### src/rtl/io_split_pkg.sv
package io_split_pkg;
  typedef enum logic [1:0] {
    ST_FIRST  = 2'd0,
    ST_SECOND = 2'd1,
    ST_WAIT   = 2'd2,
    ST_RSP    = 2'd3
  } split_state_e;
endpackage

### src/rtl/io_split_decode.sv
module io_split_decode #(
  parameter int ADDR_W = 16,
  parameter int LANES  = 4,
  localparam int OFF_W = $clog2(LANES),
  localparam int CNT_W = OFF_W + 1,
  localparam int WA_W  = ADDR_W + 1,
  localparam int DW_W  = WA_W - OFF_W
) (
  input  logic [ADDR_W-1:0] addr,
  input  logic [CNT_W-1:0]  nbytes,
  output logic [DW_W-1:0]   lo_dw,
  output logic [DW_W-1:0]   hi_dw,
  output logic [LANES-1:0]  lo_be,
  output logic [LANES-1:0]  hi_be,
  output logic              crosses,
  output logic [OFF_W-1:0]  first_off
);
  logic [WA_W-1:0]  first_b;
  logic [WA_W-1:0]  last_b;
  logic [OFF_W-1:0] last_off;

  // widen by one bit so the top of the space spills into the wrap region
  assign first_b   = {1'b0, addr};
  assign last_b    = first_b + WA_W'(nbytes) - WA_W'(1);
  assign lo_dw     = first_b[WA_W-1:OFF_W];
  assign hi_dw     = last_b[WA_W-1:OFF_W];
  assign crosses   = (lo_dw != hi_dw);
  assign first_off = first_b[OFF_W-1:0];
  assign last_off  = last_b[OFF_W-1:0];

  for (genvar i = 0; i < LANES; i++) begin : g_lane
    localparam logic [OFF_W-1:0] LI = OFF_W'(i);
    assign lo_be[i] = (LI >= first_off) && (crosses || (LI <= last_off));
    assign hi_be[i] = crosses && (LI <= last_off);
  end
endmodule

### src/rtl/io_split_lanes.sv
module io_split_lanes #(
  parameter int LANES  = 4,
  localparam int OFF_W = $clog2(LANES),
  localparam int W     = 8 * LANES
) (
  input  logic [W-1:0]     wdata,
  input  logic [OFF_W-1:0] off,
  output logic [W-1:0]     lo_data,
  output logic [W-1:0]     hi_data
);
  logic [2*W-1:0] wide;

  assign wide    = {{W{1'b0}}, wdata} << (8 * off);
  assign lo_data = wide[W-1:0];
  assign hi_data = wide[2*W-1:W];
endmodule

### src/rtl/io_split_merge.sv
module io_split_merge #(
  parameter int LANES  = 4,
  localparam int OFF_W = $clog2(LANES),
  localparam int CNT_W = OFF_W + 1,
  localparam int W     = 8 * LANES
) (
  input  logic             clk,
  input  logic             rst_n,
  input  logic             cap_en,
  input  logic             cap_hi,
  input  logic [W-1:0]     cap_data,
  input  logic [OFF_W-1:0] off,
  input  logic [CNT_W-1:0] nbytes,
  output logic [W-1:0]     merged
);
  logic [W-1:0]   lo_word;
  logic [W-1:0]   hi_word;
  logic [2*W-1:0] joined;

  always_ff @(posedge clk) begin
    if (!rst_n) begin
      lo_word <= '0;
      hi_word <= '0;
    end else if (cap_en) begin
      if (cap_hi) hi_word <= cap_data;
      else        lo_word <= cap_data;
    end
  end

  assign joined = {hi_word, lo_word} >> (8 * off);

  for (genvar i = 0; i < LANES; i++) begin : g_out
    assign merged[8*i +: 8] = (CNT_W'(i) < nbytes) ? joined[8*i +: 8] : 8'h00;
  end
endmodule

### src/rtl/io_split_top.sv
module io_split_top
  import io_split_pkg::*;
#(
  parameter int ADDR_W = 16,
  parameter int LANES  = 4,
  localparam int OFF_W = $clog2(LANES),
  localparam int CNT_W = OFF_W + 1,
  localparam int DW_W  = ADDR_W + 1 - OFF_W,
  localparam int W     = 8 * LANES
) (
  input  logic              clk,
  input  logic              rst_n,
  input  logic              req_valid,
  output logic              req_ready,
  input  logic [ADDR_W-1:0] req_addr,
  input  logic [CNT_W-1:0]  req_bytes,
  input  logic              req_write,
  input  logic [W-1:0]      req_wdata,
  output logic              dn_valid,
  input  logic              dn_ready,
  output logic [ADDR_W:0]   dn_addr,
  output logic [LANES-1:0]  dn_be,
  output logic              dn_write,
  output logic [W-1:0]      dn_wdata,
  input  logic              rd_valid,
  output logic              rd_ready,
  input  logic [W-1:0]      rd_data,
  output logic              rsp_valid,
  input  logic              rsp_ready,
  output logic [W-1:0]      rsp_data
);
  split_state_e     state_q, state_d;
  logic [1:0]       issued_q, got_q;
  logic [OFF_W-1:0] off_q;
  logic [CNT_W-1:0] nbytes_q;
  logic [ADDR_W:0]  first_addr_q;

  logic [DW_W-1:0]  lo_dw, hi_dw;
  logic [LANES-1:0] lo_be, hi_be;
  logic             crosses;
  logic [OFF_W-1:0] first_off;
  logic [W-1:0]     lo_data, hi_data;

  logic in_issue, on_hi, dn_fire, rd_fire, last_half, rd_done;

  io_split_decode #(.ADDR_W(ADDR_W), .LANES(LANES)) u_decode (
    .addr(req_addr), .nbytes(req_bytes), .lo_dw(lo_dw), .hi_dw(hi_dw),
    .lo_be(lo_be), .hi_be(hi_be), .crosses(crosses), .first_off(first_off)
  );

  io_split_lanes #(.LANES(LANES)) u_lanes (
    .wdata(req_wdata), .off(first_off), .lo_data(lo_data), .hi_data(hi_data)
  );

  io_split_merge #(.LANES(LANES)) u_merge (
    .clk(clk), .rst_n(rst_n), .cap_en(rd_fire), .cap_hi(got_q[0]),
    .cap_data(rd_data), .off(off_q), .nbytes(nbytes_q), .merged(rsp_data)
  );

  assign in_issue  = (state_q == ST_FIRST) || (state_q == ST_SECOND);
  assign on_hi     = (state_q == ST_SECOND);
  assign dn_valid  = req_valid && in_issue;
  assign dn_addr   = {(on_hi ? hi_dw : lo_dw), {OFF_W{1'b0}}};
  assign dn_be     = on_hi ? hi_be : lo_be;
  assign dn_wdata  = on_hi ? hi_data : lo_data;
  assign dn_write  = req_write;
  assign dn_fire   = dn_valid && dn_ready;
  assign last_half = on_hi || !crosses;
  assign req_ready = dn_fire && last_half;

  assign rd_ready  = (got_q != issued_q);
  assign rd_fire   = rd_valid && rd_ready;
  assign rd_done   = rd_fire && ((got_q + 2'd1) == issued_q);
  assign rsp_valid = (state_q == ST_RSP);

  always_comb begin
    state_d = state_q;
    case (state_q)
      ST_FIRST: if (dn_fire) begin
        if (crosses)         state_d = ST_SECOND;
        else if (!req_write) state_d = ST_WAIT;
      end
      ST_SECOND: if (dn_fire) state_d = req_write ? ST_FIRST : ST_WAIT;
      ST_WAIT:   if (rd_done) state_d = ST_RSP;
      ST_RSP:    if (rsp_ready) state_d = ST_FIRST;
      default:   state_d = ST_FIRST;
    endcase
  end

  always_ff @(posedge clk) begin
    if (!rst_n) begin
      state_q      <= ST_FIRST;
      issued_q     <= 2'd0;
      got_q        <= 2'd0;
      off_q        <= '0;
      nbytes_q     <= '0;
      first_addr_q <= '0;
    end else begin
      state_q <= state_d;
      if (state_q == ST_RSP && rsp_ready) begin
        issued_q <= 2'd0;
        got_q    <= 2'd0;
      end else begin
        if (dn_fire && !req_write) issued_q <= issued_q + 2'd1;
        if (rd_fire)               got_q    <= got_q + 2'd1;
      end
      if (dn_fire && !req_write) begin
        off_q    <= first_off;
        nbytes_q <= req_bytes;
      end
      if (dn_fire && !on_hi) first_addr_q <= dn_addr;
    end
  end


  single_mask_chk: assert property (@(posedge clk) disable iff (!rst_n)
    (dn_valid && !crosses) |-> ($countones(dn_be) == int'(req_bytes)));


  split_mask_chk: assert property (@(posedge clk) disable iff (!rst_n)
    (req_valid && in_issue && crosses) |->
      (($countones(lo_be) + $countones(hi_be)) == int'(req_bytes)));


  split_order_chk: assert property (@(posedge clk) disable iff (!rst_n)
    (on_hi && dn_valid) |-> (dn_addr == first_addr_q + (ADDR_W+1)'(LANES)));


  wrap_top_chk: assert property (@(posedge clk) disable iff (!rst_n)
    (dn_valid && dn_addr[ADDR_W]) |->
      ((dn_addr[ADDR_W-1:0] == '0) && !dn_be[LANES-1]));


  hold_dn_chk: assert property (@(posedge clk) disable iff (!rst_n)
    (dn_valid && !dn_ready) |=>
      (dn_valid && $stable(dn_addr) && $stable(dn_be) && $stable(dn_write)));


  rsp_hold_chk: assert property (@(posedge clk) disable iff (!rst_n)
    (rsp_valid && !rsp_ready) |=> (rsp_valid && $stable(rsp_data)));


  rsp_excl_chk: assert property (@(posedge clk) disable iff (!rst_n)
    rsp_valid |-> !dn_valid);
endmodule

### config.mk
export PLATFORM = sky130hd
export DESIGN_NAME = io_split_top
export DESIGN_NICKNAME = d
export VERILOG_FILES = /design/src/rtl/io_split_pkg.sv /design/src/rtl/io_split_decode.sv /design/src/rtl/io_split_lanes.sv /design/src/rtl/io_split_merge.sv /design/src/rtl/io_split_top.sv
export SDC_FILE = /design/constraint.sdc
export NUM_CORES = 1
export LEC_CHECK = 0
export BUFFER_PORTS_ARGS = -buffer_cell sky130_fd_sc_hd__buf_4
export CORE_ASPECT_RATIO = 0.6
export CORE_MARGIN = 2
export CORE_UTILIZATION = 49
export DETAILED_ROUTE_END_ITERATION = 8
export PLACE_DENSITY = 0.78
export RECOVER_POWER = 100
export REMOVE_ABC_BUFFERS = 1
export SLEW_MARGIN = 20
export SYNTH_ARGS = -nofsm -noshare
export SYNTH_HDL_FRONTEND = slang
export SYNTH_HIERARCHICAL = 1
export SYNTH_SLANG_ARGS = --single-unit
### constraint.sdc
create_clock -name clk -period 3.8 [get_ports clk]
set_input_delay 0.19 -clock clk [delete_from_list [all_inputs] [get_ports clk]]
set_output_delay 0.19 -clock clk [all_outputs]
set_load 0.05 [all_outputs]
=== After elaboration in Yosys (flattened, before gate mapping) ===
Cells that the tools add are included.

* Bits in registers: 75
* Input port bits: 90
* Output and inout port bits: 90
* Logic and storage cells: 81

* Add/sub/neg operators: 4
* Order comparisons: 12
* Equality and inequality tests: 11
* Shifts and indexed selects: 2
* Muxes and demuxes: 15
* Bitwise logic cells: 2
* Reduce and logical (&&, ||, !) cells: 28

{| class="wikitable"
|+ Operators by type and width
! cell !! count
|-
| left shift 32 x 5 -> 64 bit || 1
|-
| >> shifter 64 x 5 -> 32 bit || 1
|-
| two-way mux 32 bit || 1
|-
| two-way mux 8 bit || 4
|-
| adder 16 x 3 -> 17 bit || 1
|-
| subtractor 17 x 1 -> 17 bit, second input constant || 1
|-
| logical AND 1 bit || 15
|-
| two-way mux 15 bit || 1
|-
| != test 14 x 15 -> 1 bit || 1
|-
| two-way mux 2 bit || 7
|-
| case mux 2 bit (4 select lines) || 1
|-
| logical OR 1 bit || 6
|-
| < comparator 1 x 3 -> 1 bit, first input constant || 2
|-
| < comparator 2 x 3 -> 1 bit, first input constant || 2
|-
| AND reduction 5 bit || 1
|-
| adder 2 x 1 -> 2 bit, second input constant || 2
|-
| equality test 2 bit, second input constant || 2
|-
| greater-or-equal comparator 1 x 2 -> 1 bit, first input constant || 2
|-
| greater-or-equal comparator 2 bit, first input constant || 2
|-
| <= comparator 1 x 2 -> 1 bit, first input constant || 2
|-
| <= comparator 2 bit, first input constant || 2
|-
| two-way mux 4 bit || 1
|-
| != test 2 x 1 -> 1 bit, second input constant || 2
|-
| != test 2 bit, second input constant || 2
|-
| 9 further kinds || 12
|}

=== Depth between registers and ports, before layout ===
Gate-level depths: netlist of the first run.

* Word-level depth: 6
* Mapped depth: 16
* Mapped depth without buffers: 16

=== Hierarchy ===
The synthesis of the first run kept the hierarchy.

{| class="wikitable"
|+ By module, submodules not included
! module !! times used !! cells an instance !! area each (µm²) !! seq. area each (µm²)
|-
| io_split_merge || 1 || 322 || 3088.0 || 1121.1
|-
| io_split_decode || 1 || 227 || 1680.4 || 0.0
|-
| io_split_top || 1 || 122 || 1239.9 || 220.2
|-
| io_split_lanes || 1 || 113 || 933.4 || 0.0
|}

=== Worst setup path before layout of the first run ===
Ideal clock, no wire load.

* Path kind: input -> output
* From: in req_addr[1]
* To: out req_ready
* Arrival: 3.783 ns
* Required time: 3.610 ns
* Slack: -0.173 ns
* Stages: 15
* Buffers on the path: 0
* Cell sequence: inv_1 ha_1 inv_1 ha_1 inv_1 fa_1 and2b_2 o21a_4 or2_4 a31oi_4 xnor3_1 nor4_1 nand3_1 nor2b_1 nor3_1

* Longest elaborated chain between the ends: 6

{| class="wikitable"
|+ Ends and longest elaborated chain
! element !! RTL line !! source
|-
| start, declared || io_split_top.sv:15 || <nowiki>input logic [ADDR_W-1:0] req_addr,</nowiki>
|-
| adder 16 x 3 -> 17 bit || io_split_decode.sv:24 || <nowiki>assign last_b = first_b + WA_W'(nbytes) - WA_W'(1);</nowiki>
|-
| subtractor 17 x 1 -> 17 bit || io_split_decode.sv:24 ||
|-
| != test 14 x 15 -> 1 bit || io_split_decode.sv:27 || <nowiki>assign crosses = (lo_dw != hi_dw);</nowiki>
|-
| via crosses || io_split_top.sv:40 || <nowiki>logic crosses;</nowiki>
|-
| logical NOT 1 bit || io_split_top.sv:68 || <nowiki>assign last_half = on_hi || !crosses;</nowiki>
|-
| logical OR 1 bit || io_split_top.sv:68 ||
|-
| logical AND 1 bit || io_split_top.sv:69 || <nowiki>assign req_ready = dn_fire && last_half;</nowiki>
|-
| end, declared || io_split_top.sv:14 || <nowiki>output logic req_ready,</nowiki>
|}

The timed path passes the listed nets, and every way through them passes these cells.

=== Final worst setup path of the first run ===
* From: in req_addr[2]
* To: out dn_be[1]

* Elaborated cells on any way between the ends: 7
* Those cells by class: add/sub: 2; eq/ne: 1; mux: 1; reduce/logical: 3

{| class="wikitable"
|+ RTL lines
! element !! RTL line !! source
|-
| adder 16 x 3 -> 17 bit || io_split_decode.sv:24 ||
|-
| subtractor 17 x 1 -> 17 bit || io_split_decode.sv:24 ||
|-
| via hi_dw[10] || io_split_top.sv:38 || <nowiki>logic [DW_W-1:0] lo_dw, hi_dw;</nowiki>
|-
| != test 14 x 15 -> 1 bit || io_split_decode.sv:27 ||
|-
| logical AND 1 bit || io_split_decode.sv:34 || <nowiki>assign hi_be[i] = crosses && (LI <= last_off);</nowiki>
|-
| via hi_be[1] || io_split_top.sv:39 || <nowiki>logic [LANES-1:0] lo_be, hi_be;</nowiki>
|-
| two-way mux 4 bit || io_split_top.sv:64 || <nowiki>assign dn_be = on_hi ? hi_be : lo_be;</nowiki>
|-
| end, declared || io_split_top.sv:22 || <nowiki>output logic [LANES-1:0] dn_be,</nowiki>
|}

The timed path passes the listed nets, and every way through them passes these cells.

==> key figures, run 1 <==
Outcome
  • Status: complete, but fails checks
  • Failing checks: capacitance limit, slew limit

Pwr
  • Psw: 1060 uW
  • Max VDD drop: between 0.15 and 0.2 mV
  • Proportion of power drawn by the clock network: roughly a third
  • Pwr Density: ~350 nW/um^2
  • Comb power frac: around 40%
  • Pint: about 1700 uW
  • Leak: 0.003259 uW
  • Sw Ratio: between 30% and 40%
  • Sequential share of power: 28.1%

Global routing
  • Antenna violations before repair: 0
  • Gr ovfl total: 0
  • Largest net degree at the start of global routing: 67
  • First-pass GRT wire length: approximately 30,000 um
  • Total track usage: around a quarter
  • Vias in the first global route: ~5,700

Synth
  • Avg Inst Size Synth: around 8.9 um^2
  • Sequential fraction of the synthesis area: about a fifth
  • YS warnings: 6
  • Adder-Cell Fraction of Synth Area: roughly 3.5%
  • Simple-Gate Fraction of Synth Area: about 20%
  • Asr flop ratio synth: 0%
  • Largest family of logic cells by synthesized area: multiplexers
  • Synth Area in Compound Gates: around 16%
  • Dominant cells by area after synthesis: dfxtp_1 19%, mux4_2 10%, mux2_1 8.3%, mux2i_1 6.9%, nand2_1 6.9%
  • Post-synthesis mux area share: a little over a quarter
  • Area of the mapped netlist: between 6000 and 7000 um^2
  • Register bit count reported by yosys: 67
  • Synth Flop Type: dfxtp_1
  • Synthesized instance count: 784
  • Share of the synthesized area in the top cell type: approximately 19%
  • Yosys cell types: 72
  • EDFF count, synth: 0
  • Area leader, netlist: dfxtp_1
  • Xor/xnor share of the synthesized area: under 10%

Die
  • # IOs: 180
  • Die area: ~15,000 um^2
  • Starting Density: 50.49%
  • Core ar.: 13,750 um^2
  • Rows: 33
  • Die width: between 150 and 200 um
  • Die Ht: between 90 and 100 um

Setup path
  • Max stage delay on crit path: around 0.46 ns
  • Crit Path Class: in -> out
  • CP Max Fanout: 7
  • Arr. time, crit path: between 3 and 4 ns
  • Flop-to-flop setup slack: between 0.8 and 0.9 ns
  • Setup crit end kind: output port
  • CP Cell Sequence: buf_4, inv_1, ha_1, inv_1, ha_1, a211oi_4, buf_4, o211ai_1, a31oi_1, xnor2_1, xnor2_1, nor3_1, a21oi_1, mux2_1, buf_4
  • Slowest CP cell: o211ai_1
  • Critical Path Start Type: primary input
  • Required @ worst endpoint: between 3 and 4 ns
  • Cell mode on critical path: buf_4

Finish
  • Area grow syn2layout: 16.71%
  • Final-layout fill cell count: around 1,300
  • Share of layout cells above drive strength 1: 22.97%
  • Most frequent cells in the layout: 127 x nand2_1, 107 x buf_4, 67 x dfxtp_1
  • Commonest non-fill, non-tap cell in the layout: nand2_1
  • Final nets: 1,014
  • Antenna Cells: 0

STA
  • Setup TNS Final: 0 ns
  • Max Fclk: roughly 270 MHz
  • Max Slew Vio Count: 67
  • Final min period: ~3.7 ns
  • Worst setup margin: slightly below 0.08 ns
  • Endpoints failing hold: 0
  • Slew headroom: -25.09%
  • Least-Margin Pin Slew: around 1.9 ns
  • Final setup vio count: 0
  • Fin crit share: a little over nine tenths
  • Clk_skew: slightly above 0.005 ns

Clocking
  • CTS tree: built
  • Clk buf depth: 2
  • Clk slew on worst S/H paths: 0.06 ns
  • Clock Sinks: 67
  • H-tree levels: 3
  • Clock Tree Root: clkbuf_16
  • Skew-Pair Late Insertion Delay: approximately 0.33 ns
  • Inserted Clock Buffers: 9
  • CTS Hold Buffers Added: 0

Placed design
  • Detailed Place HPWL: 14,300 um
  • Port bufs: between 150 and 200
  • Worst slack, placed: 0.1268 ns
  • Gpl congestion: a little over 0.9

Routing
  • DR WL/cell: between 15 and 20 um
  • Via-per-instance ratio: around 5.6
  • Detailed-route wire length: between 15,000 and 20,000 um
  • Vias: ~6,200
  • Initial DRC count: around 510
  • DR DRC count: 0
  • Antenna viol nets, final: 0
  • 1st-pass router iterations: 5

Min path
  • Hold crit path type: in -> reg

Job
  • Max-cap viol count: 2
## through the flow
step	hold WS [ns]	util (%)	cell area (um^2)	power, uW	instances
global route	0.1161	58.92	8102	2940	1102
global placement	0.4521	58.10	7989	1918	1085
detailed placement	0.4581	58.10	7989	1935	1085
finish	0.1208	58.92	8102	2797	1102
floorplan	0.3182	-	6341	1555	707
CTS	0.1067	60.42	8308	2839	1101
## power by group through the flow
stage	combinational (uW)	sequential [uW]	clock (uW)
floorplan	768	787	0
global placement	1120	797	0
detailed placement	1130	801	0
CTS	1140	785	915
global route	1200	792	951
finish	1120	786	891
## metal layers
metal  vias to the layer above  track usage (%)  part of all wire, %
li1                       2970                -                    -
met1                      2986            37.51                   49
met2                       219            37.14                   43
met3                        16            4.548                  7.1
met4                         0            5.909                  1.1
met5                         -                0                    0
## sequential cells by signal, summed over array words and instances, names as in the netlist
signal	flops
state_q	2
nbytes_q	3
u_merge/hi_word	24
issued_q	2
off_q	2
got_q	2
u_merge/lo_word	32
## area by class of cell
type / count / area, um^2 / area share (%)
sequential: 67 / 1341 / 16.56
clock buffer: 10 / 229.0 / 2.826
timing repair buffer: 187 / 1137 / 14.04
tap: 192 / 240.2 / 2.965
inverter: 29 / 111.4 / 1.375
multi-input combinational: 611 / 4952 / 61.13
clock inverter: 6 / 90.09 / 1.112
## cells in the mapped netlist (all sizes together), types with 4 or more instances
cell and count:
xnor2 20, nor2b 47, buf 68, nand4 5
clkbuf 17, inv 29, mux4 32, nand2b 7
o211a 5, nand2 127, a31oi 6, mux2 54
and2 20, a211oi 6, ha 18, a21boi 62
nor2 28, dfxtp 67, mux2i 48, o211ai 4
a21oi 16, nand3 7, o2bb2ai 16, xnor3 4
nor3 7, o21ai 4, and3 12, or2 4
## worst max-delay path: cells and delay by family
| kind | cells | cell delay, ns |
|---|---|---|
| AND/OR/NAND/NOR | 1 | 0.45 |
| buffers and inverters | 5 | 0.53 |
| adder cells (fa/ha/maj) | 2 | 0.63 |
| XOR/XNOR | 2 | 0.53 |
| multiplexers | 1 | 0.31 |
| AO/OA/AOI/OAI | 4 | 0.87 |
## timing repair
action	in CTS	in global routing
buffers inserted	0	1
setup endpoints to repair	0	5
resized for setup	0	10
endpoints found under the hold margin	0	0
## path summary, 6_finish.rpt
| kind | from | endpoint | cells past startpoint |
|---|---|---|---|
| setup / recovery | req_addr[2] | dn_be[1] | 15 |
| hold / removal | rd_data[25] | u_merge/lo_word[25] | 3 |
| setup reg to reg | got_q[0] | u_merge/lo_word[6] | 6 |
| hold reg to reg | u_merge/hi_word[21] | u_merge/hi_word[21] | 2 |
## cells by family (layout without fill, tap and decap cells)
logic type | after synthesis | count (layout)
buf+inv | 114 | 232
xor+xnor | 27 | 27
flops | 67 | 67
mux | 134 | 134
fa+ha+maj | 19 | 19
compound gates | 139 | 139
other cells | 3 | 11
simple gates | 281 | 281
No activity file was read; power rests on OpenSTA's default activity.
==> run 2: changes to the inputs <==
Settings changed: CORE_UTILIZATION 49 to 55, PLACE_DENSITY 0.78 to 0.86.
==> run 2 against run 1 <==
The flow still finishes with violations (capacitance limit, slew limit). Via count up 0.97%. Cell count decreased by 2.4%. Largest cell class unchanged. Utilization up 7.9 points. First-iteration DRC count is 24% lower. Global-route usage is 3.0 points higher. Combinational power hardly changed. Design area is 0.49% higher. Hold slack worse by 0.0022 ns. Non-clock buffer count grew 1. Sequential power barely moved.
==> key figures, run 2 (synthesis gave the netlist of run 1 again) <==
Outcome
  • Status: complete, but fails checks
  • Failing checks: capacitance limit, slew limit

Finish
  • Antenna Cells: 0
  • Final-layout fill cell count: around 1,100
  • Share of layout cells above drive strength 1: between 20% and 30%
  • Fin area: roughly 8100 um^2
  • Largest register FFs: 32
  • Register area: between 1000 and 1500 um^2
  • Most frequent cells in the layout: 127 x nand2_1, 107 x buf_4, 67 x dfxtp_1
  • Commonest non-fill, non-tap cell in the layout: nand2_1
  • Biggest regs: u_merge/lo_word (32), u_merge/hi_word (24), nbytes_q (3)
  • Final nets: 1,015
  • Util after Layout: roughly two thirds
  • Multi-input logic area: 4952 um^2
  • Largest Register: u_merge/lo_word
  • Area grow syn2layout: 17.29%

STA
  • Max Slew Vio Count: 59
  • Worst Hold Slack: 0.1186 ns
  • Clk_skew: approximately 0.0070 ns
  • Slew headroom: -31.70%
  • Final min period: between 3 and 4 ns
  • Max Fclk: around 280 MHz
  • Fin crit share: a little over nine tenths
  • Final setup vio count: 0
  • Least-Margin Pin Slew: a little under 2 ns
  • Endpoints failing hold: 0

Setup path
  • Arr. time, crit path: ~3.4 ns
  • Cell mode on critical path: buf_4
  • Setup crit end kind: output port
  • Slowest CP cell: a2111oi_2
  • Buf/Inv on CP: 5
  • CP Max Fanout: 5
  • Crit Path Class: in -> out
  • Reg-to-reg startpoint: got_q[0]
  • RR Endpoint: u_merge/lo_word[14]
  • Crit-path leading delay family: compound AO/OA/AOI/OAI gates
  • Flop-to-flop setup slack: roughly 0.44 ns
  • Max stage delay on crit path: ~0.35 ns
  • Required @ worst endpoint: around 3.6 ns
  • CP Launch Point: req_addr[2]
  • R2R depth: 6
  • Critical Path Start Type: primary input
  • CP Cell Sequence: buf_4, inv_1, ha_1, inv_1, ha_1, a211oi_1, o21bai_1, xnor3_1, a2111oi_2, nand4_1, nor4_4, buf_4, a21oi_2, mux2_1, buf_4

Pwr
  • Max VDD drop: 0.2444 mV
  • Leak: 0.003410 uW
  • Pint: 1768 uW
  • Sw Ratio: a little under two fifths
  • Sequential share of power: 27.9%
  • Proportion of power drawn by the clock network: 32.0%
  • Comb power frac: between 40% and 50%
  • Pwr Density: about 350 nW/um^2
  • Psw: around 1000 uW
  • Overall power: 2817 uW

Die
  • Rows: 31
  • Starting Density: a little under three fifths
  • Die width: about 150 um
  • Die Ht: just over 90 um
  • Die area: approximately 14,000 um^2
  • # IOs: between 150 and 200
  • Core ar.: about 12,000 um^2

Clocking
  • Clk slew on worst S/H paths: ~0.06 ns
  • Clk buf depth: 2
  • Skew-Pair Late Insertion Delay: 0.33 ns
  • CTS tree: built
  • Clock Sinks: 67
  • Inserted Clock Buffers: 9
  • Clock Tree Root: clkbuf_16
  • H-tree levels: 3

Global routing
  • First-pass GRT wire length: around 30,000 um
  • Largest net degree at the start of global routing: 67
  • Antenna violations before repair: 0
  • M2 GR Usage: 44.47%
  • Gr ovfl total: 0
  • Vias in the first global route: roughly 6,000
  • Total track usage: 28.12%
  • Most Crowded Layer GR: met2
  • GR Util met1: approximately two fifths
  • Grt met3 use: under 10%

Min path
  • Hold crit path type: in -> reg
  • Worst hold start: rd_data[28]
  • Worst Hold End: u_merge/lo_word[28]
  • Hold depth: 3

Routing
  • DR DRC count: 0
  • 1st-pass router iterations: 5
  • Detailed-route wire length: 19,230 um
  • Vias: around 6,300
  • Antenna viol nets, final: 0
  • Via-per-instance ratio: slightly below 6
  • DR WL/cell: ~18 um
  • Initial DRC count: ~390

Placed design
  • Gpl congestion: 0.9694
  • Detailed Place HPWL: 14,250 um
  • Dpl cell area: 7948 um^2
  • Port bufs: ~180

Job
  • Max-cap viol count: 2
==> run 2: cell type report <==
cell class                 count  area share (%)
multi-input combinational    611           60.83
inverter                      29           1.368
sequential                    67           16.47
clock buffer                  10           2.935
tap                          165           2.536
timing repair buffer         188           14.77
clock inverter                 6           1.091
==> run 2: worst max path at each step <==
stage / end / slack, ns / depth (start not counted)
after detailed placement: dn_be[2] / 0.11 / 16
after global routing: dn_be[1] / -0.008 / 17
after CTS: dn_be[2] / 0.06 / 16
after floorplan: req_ready / -0.17 / 15
final: dn_be[3] / 0.17 / 15
after global placement: dn_be[1] / 0.21 / 16
==> run 2: worst reg2reg max path: cells and delay by family, from the launching register on <==
kind,cells,cell delay [ns]
compound gates,2,0.69
buf+inv,1,0.73
xor+xnor,1,0.14
flops,1,0.50
simple gates,2,1.22
==> run 2: what timing repair did <==
| action | 4_1_cts | 5_1_grt |
|---|---|---|
| setup buffers | 0 | 3 |
| hold buffers | 0 | 0 |
| hold endpoints to repair | 0 | 0 |
| setup endpoints to repair | 0 | 5 |
| resized for setup | 0 | 17 |
==> run 2: through the flow <==
stage | setup TNS (ns) | setup WS (ns) | std cells
final | 0 | 0.1730 | 1076
after global routing | -0.01223 | -0.008264 | 1076
after CTS | 0 | 0.05542 | 1073
after detailed placement | 0 | 0.1097 | 1057
after global placement | 0 | 0.2122 | 1057
after floorplan | -0.1665 | -0.1665 | 707
==> run 2: metal layers <==
metal  vias to the layer above  part of all wire, %
li1                       2966                    -
met1                      2993                   45
met2                       275                   45
met3                        17                  9.4
met4                         0                 0.84
met5                         -                    0
==> run 2: power by group through the flow <==
| stage | sequential, uW | combinational, uW | clock (uW) |
|---|---|---|---|
| finish | 786 | 1130 | 901 |
| global route | 792 | 1210 | 947 |
| CTS | 785 | 1130 | 915 |
| detailed placement | 801 | 1130 | 0 |
| global placement | 796 | 1110 | 0 |
| floorplan | 787 | 768 | 0 |
